===== config.mk =====
export PLATFORM = sky130hd
export DESIGN_NAME = pred_commit_unit
export DESIGN_NICKNAME = d
export VERILOG_FILES = /design/src/rtl/pcu_pkg.sv /design/src/rtl/pcu_cmp.sv /design/src/rtl/pcu_pfile.sv /design/src/rtl/pcu_gate.sv /design/src/rtl/pred_commit_unit.sv
export SDC_FILE = /design/constraint.sdc
export NUM_CORES = 1
export LEC_CHECK = 0
export ABC_CLOCK_PERIOD_IN_PS = 7300
export BUFFER_PORTS_ARGS = -buffer_cell sky130_fd_sc_hd__buf_2
export CAP_MARGIN = 20
export CORE_ASPECT_RATIO = 0.8
export CORE_MARGIN = 5
export CORE_UTILIZATION = 56
export CTS_CLUSTER_DIAMETER = 60
export DETAILED_ROUTE_END_ITERATION = 10
export GPL_ROUTABILITY_DRIVEN = 0
export HOLD_SLACK_MARGIN = 0.08
export PLACE_DENSITY = 0.91
export REMOVE_ABC_BUFFERS = 1
export SETUP_SLACK_MARGIN = 0.3
export SYNTH_ARGS = -nofsm -noshare
export SYNTH_HDL_FRONTEND = slang
export SYNTH_SLANG_ARGS = --single-unit
export TNS_END_PERCENT = 30

===== constraint.sdc =====
create_clock -name clk -period 7.3 [get_ports clk]
set_clock_uncertainty 0.05 [all_clocks]
set_input_delay 1.46 -clock clk [delete_from_list [all_inputs] [get_ports clk]]
set_output_delay 1.46 -clock clk [all_outputs]
set_load 0.02 [all_outputs]

===== src/rtl/pcu_pkg.sv =====
package pcu_pkg;

  typedef enum logic [1:0] {
    REL_EQ  = 2'b00,
    REL_NE  = 2'b01,
    REL_LT  = 2'b10,
    REL_LTU = 2'b11
  } rel_e;

  // complementary pair: {first target, second target}
  function automatic logic [1:0] pred_pair(input logic holds);
    return {holds, ~holds};
  endfunction

endpackage


===== src/rtl/pcu_cmp.sv =====
module pcu_cmp #(
  parameter int DW = 64
) (
  input  logic [DW-1:0]     opa,
  input  logic [DW-1:0]     opb,
  input  pcu_pkg::rel_e     rel,
  output logic              holds
);
  import pcu_pkg::*;

  function automatic logic rel_eval(input logic [DW-1:0] a, input logic [DW-1:0] b,
                                    input rel_e r);
    logic res;
    case (r)
      REL_EQ:  res = (a == b);
      REL_NE:  res = (a != b);
      REL_LT:  res = ($signed(a) < $signed(b));
      default: res = (a < b);
    endcase
    return res;
  endfunction

  assign holds = rel_eval(opa, opb, rel);

endmodule


===== src/rtl/pcu_pfile.sv =====
module pcu_pfile #(
  parameter int NPRED = 64,
  parameter int NRD   = 2,
  localparam int PIW  = $clog2(NPRED)
) (
  input  logic               clk,
  input  logic               rst_n,
  input  logic               pw_vld,
  input  logic [PIW-1:0]     pw_i1,
  input  logic               pw_v1,
  input  logic [PIW-1:0]     pw_i2,
  input  logic               pw_v2,
  input  logic [PIW-1:0]     qp_idx,
  output logic               qp_val,
  input  logic [NRD*PIW-1:0] rd_idx,
  output logic [NRD-1:0]     rd_val
);

  logic [NPRED-1:0] store;

  // pending write lands on the edge; second target first so the first wins
  always_ff @(posedge clk) begin
    if (!rst_n) begin
      store <= '0;
    end else if (pw_vld) begin
      if (pw_i2 != '0) store[pw_i2] <= pw_v2;
      if (pw_i1 != '0) store[pw_i1] <= pw_v1;
    end
  end

  // qualifier read with bypass of the pending compare write
  always_comb begin
    if (qp_idx == '0)                      qp_val = 1'b1;
    else if (pw_vld && (qp_idx == pw_i1))  qp_val = pw_v1;
    else if (pw_vld && (qp_idx == pw_i2))  qp_val = pw_v2;
    else                                   qp_val = store[qp_idx];
  end

  for (genvar g = 0; g < NRD; g++) begin : g_rd
    logic [PIW-1:0] idx;
    assign idx = rd_idx[g*PIW +: PIW];
    always_comb begin
      if (idx == '0)                      rd_val[g] = 1'b1;
      else if (pw_vld && (idx == pw_i1))  rd_val[g] = pw_v1;
      else if (pw_vld && (idx == pw_i2))  rd_val[g] = pw_v2;
      else                                rd_val[g] = store[idx];
    end

    AST_P0_READS_ONE: assert property (@(posedge clk) disable iff (!rst_n)
      (idx == '0) |-> rd_val[g]);
  end

  AST_PAIR_OPPOSITE: assert property (@(posedge clk) disable iff (!rst_n)
    pw_vld |-> (pw_v1 != pw_v2));

  AST_P0_QUAL_TRUE: assert property (@(posedge clk) disable iff (!rst_n)
    (qp_idx == '0) |-> qp_val);

endmodule


===== src/rtl/pcu_gate.sv =====
module pcu_gate #(
  parameter int DW = 64,
  parameter int RW = 7
) (
  input  logic          clk,
  input  logic          rst_n,
  input  logic          x_valid,
  input  logic          x_is_cmp,
  input  logic          x_qual,
  input  logic          x_res_vld,
  input  logic [RW-1:0] x_dst,
  input  logic [DW-1:0] x_data,
  output logic          commit_en,
  output logic          wb_en,
  output logic [RW-1:0] wb_dst,
  output logic [DW-1:0] wb_val
);

  logic take, write;
  assign take  = x_valid & x_qual;
  assign write = take & ~x_is_cmp & x_res_vld;

  always_ff @(posedge clk) begin
    if (!rst_n) begin
      commit_en <= 1'b0;
      wb_en     <= 1'b0;
      wb_dst    <= '0;
      wb_val    <= '0;
    end else begin
      commit_en <= take;
      wb_en     <= write;
      wb_dst    <= write ? x_dst  : '0;
      wb_val    <= write ? x_data : '0;
    end
  end

  AST_FALSE_QUAL_SILENT: assert property (@(posedge clk) disable iff (!rst_n)
    (x_valid && !x_qual) |=> (!commit_en && !wb_en));

  AST_WB_NEEDS_COMMIT: assert property (@(posedge clk) disable iff (!rst_n)
    wb_en |-> commit_en);

  AST_CMP_NO_WB: assert property (@(posedge clk) disable iff (!rst_n)
    (x_valid && x_is_cmp) |=> !wb_en);

endmodule


===== src/rtl/pred_commit_unit.sv =====
module pred_commit_unit #(
  parameter int NPRED = 64,
  parameter int DW    = 64,
  parameter int RW    = 7,
  parameter int NRD   = 2,
  localparam int PIW  = $clog2(NPRED)
) (
  input  logic               clk,
  input  logic               rst_n,
  input  logic               iss_vld,
  input  logic               iss_cmp,
  input  logic [PIW-1:0]     iss_qp,
  input  logic [1:0]         iss_rel,
  input  logic [DW-1:0]      iss_opa,
  input  logic [DW-1:0]      iss_opb,
  input  logic [PIW-1:0]     iss_t1,
  input  logic [PIW-1:0]     iss_t2,
  input  logic               res_vld,
  input  logic [RW-1:0]      res_dst,
  input  logic [DW-1:0]      res_val,
  output logic               commit_en,
  output logic               wb_en,
  output logic [RW-1:0]      wb_dst,
  output logic [DW-1:0]      wb_val,
  input  logic [NRD*PIW-1:0] rd_idx,
  output logic [NRD-1:0]     rd_val
);
  import pcu_pkg::*;

  // execute stage
  logic           x_valid, x_is_cmp, x_res_vld;
  logic [PIW-1:0] x_qp, x_t1, x_t2;
  rel_e           x_rel;
  logic [DW-1:0]  x_a, x_b, x_data;
  logic [RW-1:0]  x_dst;

  always_ff @(posedge clk) begin
    if (!rst_n) begin
      x_valid   <= 1'b0;
      x_is_cmp  <= 1'b0;
      x_res_vld <= 1'b0;
      x_qp      <= '0;
      x_t1      <= '0;
      x_t2      <= '0;
      x_rel     <= REL_EQ;
      x_a       <= '0;
      x_b       <= '0;
      x_data    <= '0;
      x_dst     <= '0;
    end else begin
      x_valid   <= iss_vld;
      x_is_cmp  <= iss_vld & iss_cmp;
      x_res_vld <= iss_vld & res_vld;
      x_qp      <= iss_qp;
      x_t1      <= iss_t1;
      x_t2      <= iss_t2;
      x_rel     <= rel_e'(iss_rel);
      x_a       <= iss_opa;
      x_b       <= iss_opb;
      x_data    <= res_val;
      x_dst     <= res_dst;
    end
  end

  // events brought out for checking
  logic x_qual, cmp_holds, cmp_fire;
  logic [1:0] pair;

  pcu_cmp #(.DW(DW)) u_cmp (
    .opa   (x_a),
    .opb   (x_b),
    .rel   (x_rel),
    .holds (cmp_holds)
  );

  assign cmp_fire = x_valid & x_is_cmp & x_qual;
  assign pair     = pred_pair(cmp_holds);

  // pending compare write, forwarded by the file until it lands
  logic           pw_vld, pw_v1, pw_v2;
  logic [PIW-1:0] pw_i1, pw_i2;

  always_ff @(posedge clk) begin
    if (!rst_n) begin
      pw_vld <= 1'b0;
      pw_i1  <= '0;
      pw_i2  <= '0;
      pw_v1  <= 1'b0;
      pw_v2  <= 1'b1;
    end else begin
      pw_vld <= cmp_fire;
      pw_i1  <= x_t1;
      pw_i2  <= x_t2;
      pw_v1  <= pair[1];
      pw_v2  <= pair[0];
    end
  end

  pcu_pfile #(.NPRED(NPRED), .NRD(NRD)) u_pfile (
    .clk    (clk),
    .rst_n  (rst_n),
    .pw_vld (pw_vld),
    .pw_i1  (pw_i1),
    .pw_v1  (pw_v1),
    .pw_i2  (pw_i2),
    .pw_v2  (pw_v2),
    .qp_idx (x_qp),
    .qp_val (x_qual),
    .rd_idx (rd_idx),
    .rd_val (rd_val)
  );

  pcu_gate #(.DW(DW), .RW(RW)) u_gate (
    .clk       (clk),
    .rst_n     (rst_n),
    .x_valid   (x_valid),
    .x_is_cmp  (x_is_cmp),
    .x_qual    (x_qual),
    .x_res_vld (x_res_vld),
    .x_dst     (x_dst),
    .x_data    (x_data),
    .commit_en (commit_en),
    .wb_en     (wb_en),
    .wb_dst    (wb_dst),
    .wb_val    (wb_val)
  );

  AST_SQUASHED_CMP_NO_WRITE: assert property (@(posedge clk) disable iff (!rst_n)
    (x_valid && x_is_cmp && !x_qual) |=> !pw_vld);

  AST_CMP_WRITES_PAIR: assert property (@(posedge clk) disable iff (!rst_n)
    (x_valid && x_is_cmp && x_qual) |=> (pw_vld && commit_en));

endmodule


==> run summary <==
The run finished with clean final reports. In the layout the commonest cells are dfxtp_1 (372), buf_2 (309), and2_1 (305). The wire length reported by the detailed router came out at 44800 um. Summing the areas of all compound-gate instances in the mapped netlist gives 11.6% of the synthesized area. The maximum number of pins on one net before global-route repair came out at around 170. The initial antenna violation count came out at 0. The global-route wire length before repair is between 60000 and 70000 um. Cells with a size suffix above 1 make up 21.7% of the layout.

The number of input and output port buffers inserted is 310. The cell count after synthesis is around 1700. The worst register-to-register path has a depth of 7. The final antenna-violating net count came out at 0. The total of warnings raised by yosys came out at 0. The number of CTS-inserted buffers is 38. Setup repair after global routing left no endpoint under its margin. The sort of element at the end of the critical path is an output port.

The via count of the first global-routing pass was 13300. The number of inserted filler cells in the final layout came out at 2162. The average vias per placed instance came out at ~6. The slack of the critical path came out at between 1.5 and 2 ns.

met2 is the most crowded layer. In the final design database the tool counted 2191 nets. The number of placed instances, taps included is 2227. The post-cts sizing count came out at 0. The leakage power summed over all cells came out at 7.99 nW. IR analysis of the VDD net gives a maximum drop of about 0.00016 V. Of all flip-flops after synthesis, the portion carrying an async set or reset was 0%. CTS built an H-tree with a depth of 2. From bottom edge to top edge, the die measures 164 um.

The later pin in the worst-skew pair is clocked with a latency of 0.53 ns. The placeable core area came out at 0.0293 mm2. Summing all multi-input logic gate instances after layout gives 0.00828 mm2.

The count of final max-slew check failures came out at 0. The share of the Yosys chip area taken by registers is 45.0%. The clock share of power came out at about 43%.

Dividing the final minimum period by the clock period gives about three quarters. The sink count of the clock tree is 374. The cell area after synthesis is 0.0166 mm2. For this design the ratio of total power to cell area is roughly 230 mW/mm2. For this run, design rule violations remaining after detail routing come to 0.

TritonCTS built the clock tree. The maximum fanout along the worst path is 27. The number of buffers between clock root and the deepest sink came out at 3. The internal power summed over all cells is 3.37 mW. The fraction of met1 tracks used by global routing is 32.8%. The number of standard cells in the final layout excluding fillers came out at 2299. Measured along the x axis, the die boundary spans 203 um. The setup path with the least slack is of type input port to output port. At the placement stage, the worst setup path has a slack of 1.87 ns. The synthesis-to-layout area growth is 16.6%. The number of vias in the routed layout came out at between 10000 and 15000. The hold path depth is 1.

The overall die area is 0.0333 mm2. The headroom to the max-slew limit is 30.1%. Before antenna repair, the detailed router went through 9 iterations. The first-iteration detailed-routing DRC count came out at 1393. The average wire length per cell after detail routing is 19.5 um.

Among all flip-flop cells after synthesis, the most frequent one is dfxtp_1. On the final layout, the worst hold slack is approximately 0.35 ns. The count of state elements after synthesis is 374. The setup total negative slack came out at 0 ns.

After synthesis, the largest family of logic cells by area is simple AND/OR/NAND/NOR gates. Global routing used 41.2% of the available met2 tracks. The worst endpoint data arrival time is 3.95 ns. Across the whole layout, storage elements account for 0.00749 mm2. Leaving out fill and tap cells, the most frequent cell in the layout is dfxtp_1. In this run the clock root is driven by a clkbuf_16. The switching fraction of total power is 23.3%. The portion of synthesized area spent on multiplexers is 11.1%. The share of power burned in combinational logic came out at 8.0%. Once the floorplan was initialized, standard cells occupied 56.8% of the core. The count of distinct cell types in the synthesized netlist is 54. The number of enable flip-flop cells after synthesis came out at 0. For the finished layout, the period the worst path requires is between 5 and 6 ns. The average cell area after synthesis came out at 9.99 um2. The share of power burned in registers is 48.9%. The HPWL after detailed placement came out at 30800 um. Clock-pin slew was measured on the worst setup and hold paths at 0.06 ns.

The final standard cell utilization of the core is approximately 66%. Of the total synthesized cell area, the portion taken by XOR and XNOR cells is a little under 2%. At the pin with the least slew margin, the transition time is 1.05 ns.

The I/O pin count is 311. The post-synthesis share of cell area spent on and, or, nand and nor gates is 20.3%. Static timing analysis puts the maximum clock frequency at 183 MHz. Summed over all nets, the switching power comes to 1.02 mW. The worst hold path belongs to the class register to register. The overall power is between 4 and 5 mW. The standard cell area after detailed placement came out at 0.0181 mm2. After clock tree synthesis, the setup repair step added 0 buffers. The number of hold violations in the final report is 0.

The startpoint type of the worst setup path is an input port. The area of all placed cells without fillers is 0.0194 mm2. Data on the critical path is required at its endpoint by about 5.8 ns. The final count of negative-setup-slack endpoints is 0. In the global route stage, met3 resource usage came out at 8.05%. Of the total synthesized cell area, the portion taken by full adders, half adders and majority gates is under 10%. Across every metal layer, demand over resource in global routing totals 25.7%. The max capacitance violation total is 0. The number of placement rows came out at 56. The global-route congestion overflow total came out at 0.

Buffers inserted to repair hold after CTS numbered 0.
## final cells by class
type                    instances  share of cell area (%)
clock inverters                13                   0.716
flip-flops and latches        374                    38.6
well taps                     377                    2.43
inverters                      71                    1.37
diodes                          3                  0.0387
repair buffers                319                    8.54
clock buffers                  55                    5.64
multi-input cells            1087                    42.7
## power by group through the flow
stage / sequential, mW / clock, mW / combinational [mW]
4_1_cts: 2.15 / 1.93 / 0.346
2_1_floorplan: 2.19 / 0 / 0.174
5_1_grt: 2.15 / 2.01 / 0.388
6_report: 2.15 / 1.89 / 0.353
3_5_place_dp: 2.19 / 0 / 0.340
3_3_place_gp: 2.19 / 0 / 0.320
## registers in the layout (all words and copies together) (netlist names), 6 cells and up
| name | flops |
|---|---|
| u_gate.wb_dst | 7 |
| x_qp | 6 |
| x_t2 | 6 |
| x_a | 64 |
| u_gate.wb_val | 64 |
| x_dst | 7 |
| u_pfile.store | 64 |
| x_b | 64 |
| x_t1 | 6 |
| pw_i1 | 6 |
| pw_i2 | 6 |
| x_data | 64 |
## cells by family after synthesis
logic type | Yosys count
AND/OR/NAND/NOR | 570
flip-flops | 374
buffers and inverters | 204
AO/OA/AOI/OAI | 280
adder cells (fa/ha/maj) | 64
XOR/XNOR | 37
multiplexers | 136
## worst paths after layout
kind	start	end	slack, ns
max	rd_idx[6]	rd_val[1]	1.84
min	x_data[21]	u_gate.wb_val[21]	0.35
max reg2reg	x_qp[1]	u_gate.wb_val[50]	4.06
min reg2reg	x_data[21]	u_gate.wb_val[21]	0.35
## Yosys cell counts, types with 4 or more instances
cell type | instances | share of area, %
o21ai_0 | 72 | 2.2
nand4_1 | 17 | 0.64
buf_2 | 7 | 0.21
nor3_1 | 7 | 0.21
o22ai_1 | 9 | 0.34
dfxtp_1 | 374 | 45
inv_1 | 71 | 1.6
nor4_1 | 24 | 0.90
buf_1 | 10 | 0.23
buf_6 | 11 | 0.74
mux4_2 | 25 | 3.4
or3b_2 | 4 | 0.21
nand2b_1 | 68 | 2.6
mux4_1 | 10 | 1.6
a21boi_0 | 63 | 2.8
ha_1 | 64 | 4.8
nor4b_1 | 4 | 0.21
xnor2_1 | 21 | 1.1
o221ai_1 | 17 | 0.89
nand3_1 | 11 | 0.33
nand2_1 | 30 | 0.68
clkbuf_1 | 103 | 2.3
a21oi_1 | 37 | 1.1
nand3b_1 | 12 | 0.54
o311ai_0 | 62 | 3.3
and2_1 | 305 | 11
nor2_1 | 67 | 1.5
mux2i_1 | 99 | 6.0
xor2_1 | 16 | 0.84
or4_1 | 6 | 0.27
## critical path, stage by stage
cell and delay, ns:
buf_2 0.60, mux4_2 0.59, o22ai_1 0.18, nor4b_1 0.08
or4_1 0.53, mux2i_1 0.15, a22oi_1 0.14, buf_2 0.21
## metal layers
metal  share of wire, %  vias up
met5                  0        -
met4                3.6        0
met3                 12      166
met2                 45      846
met1                 39     6215
li1                   -     6222
Note: power is estimated with default switching activity, not from simulation.
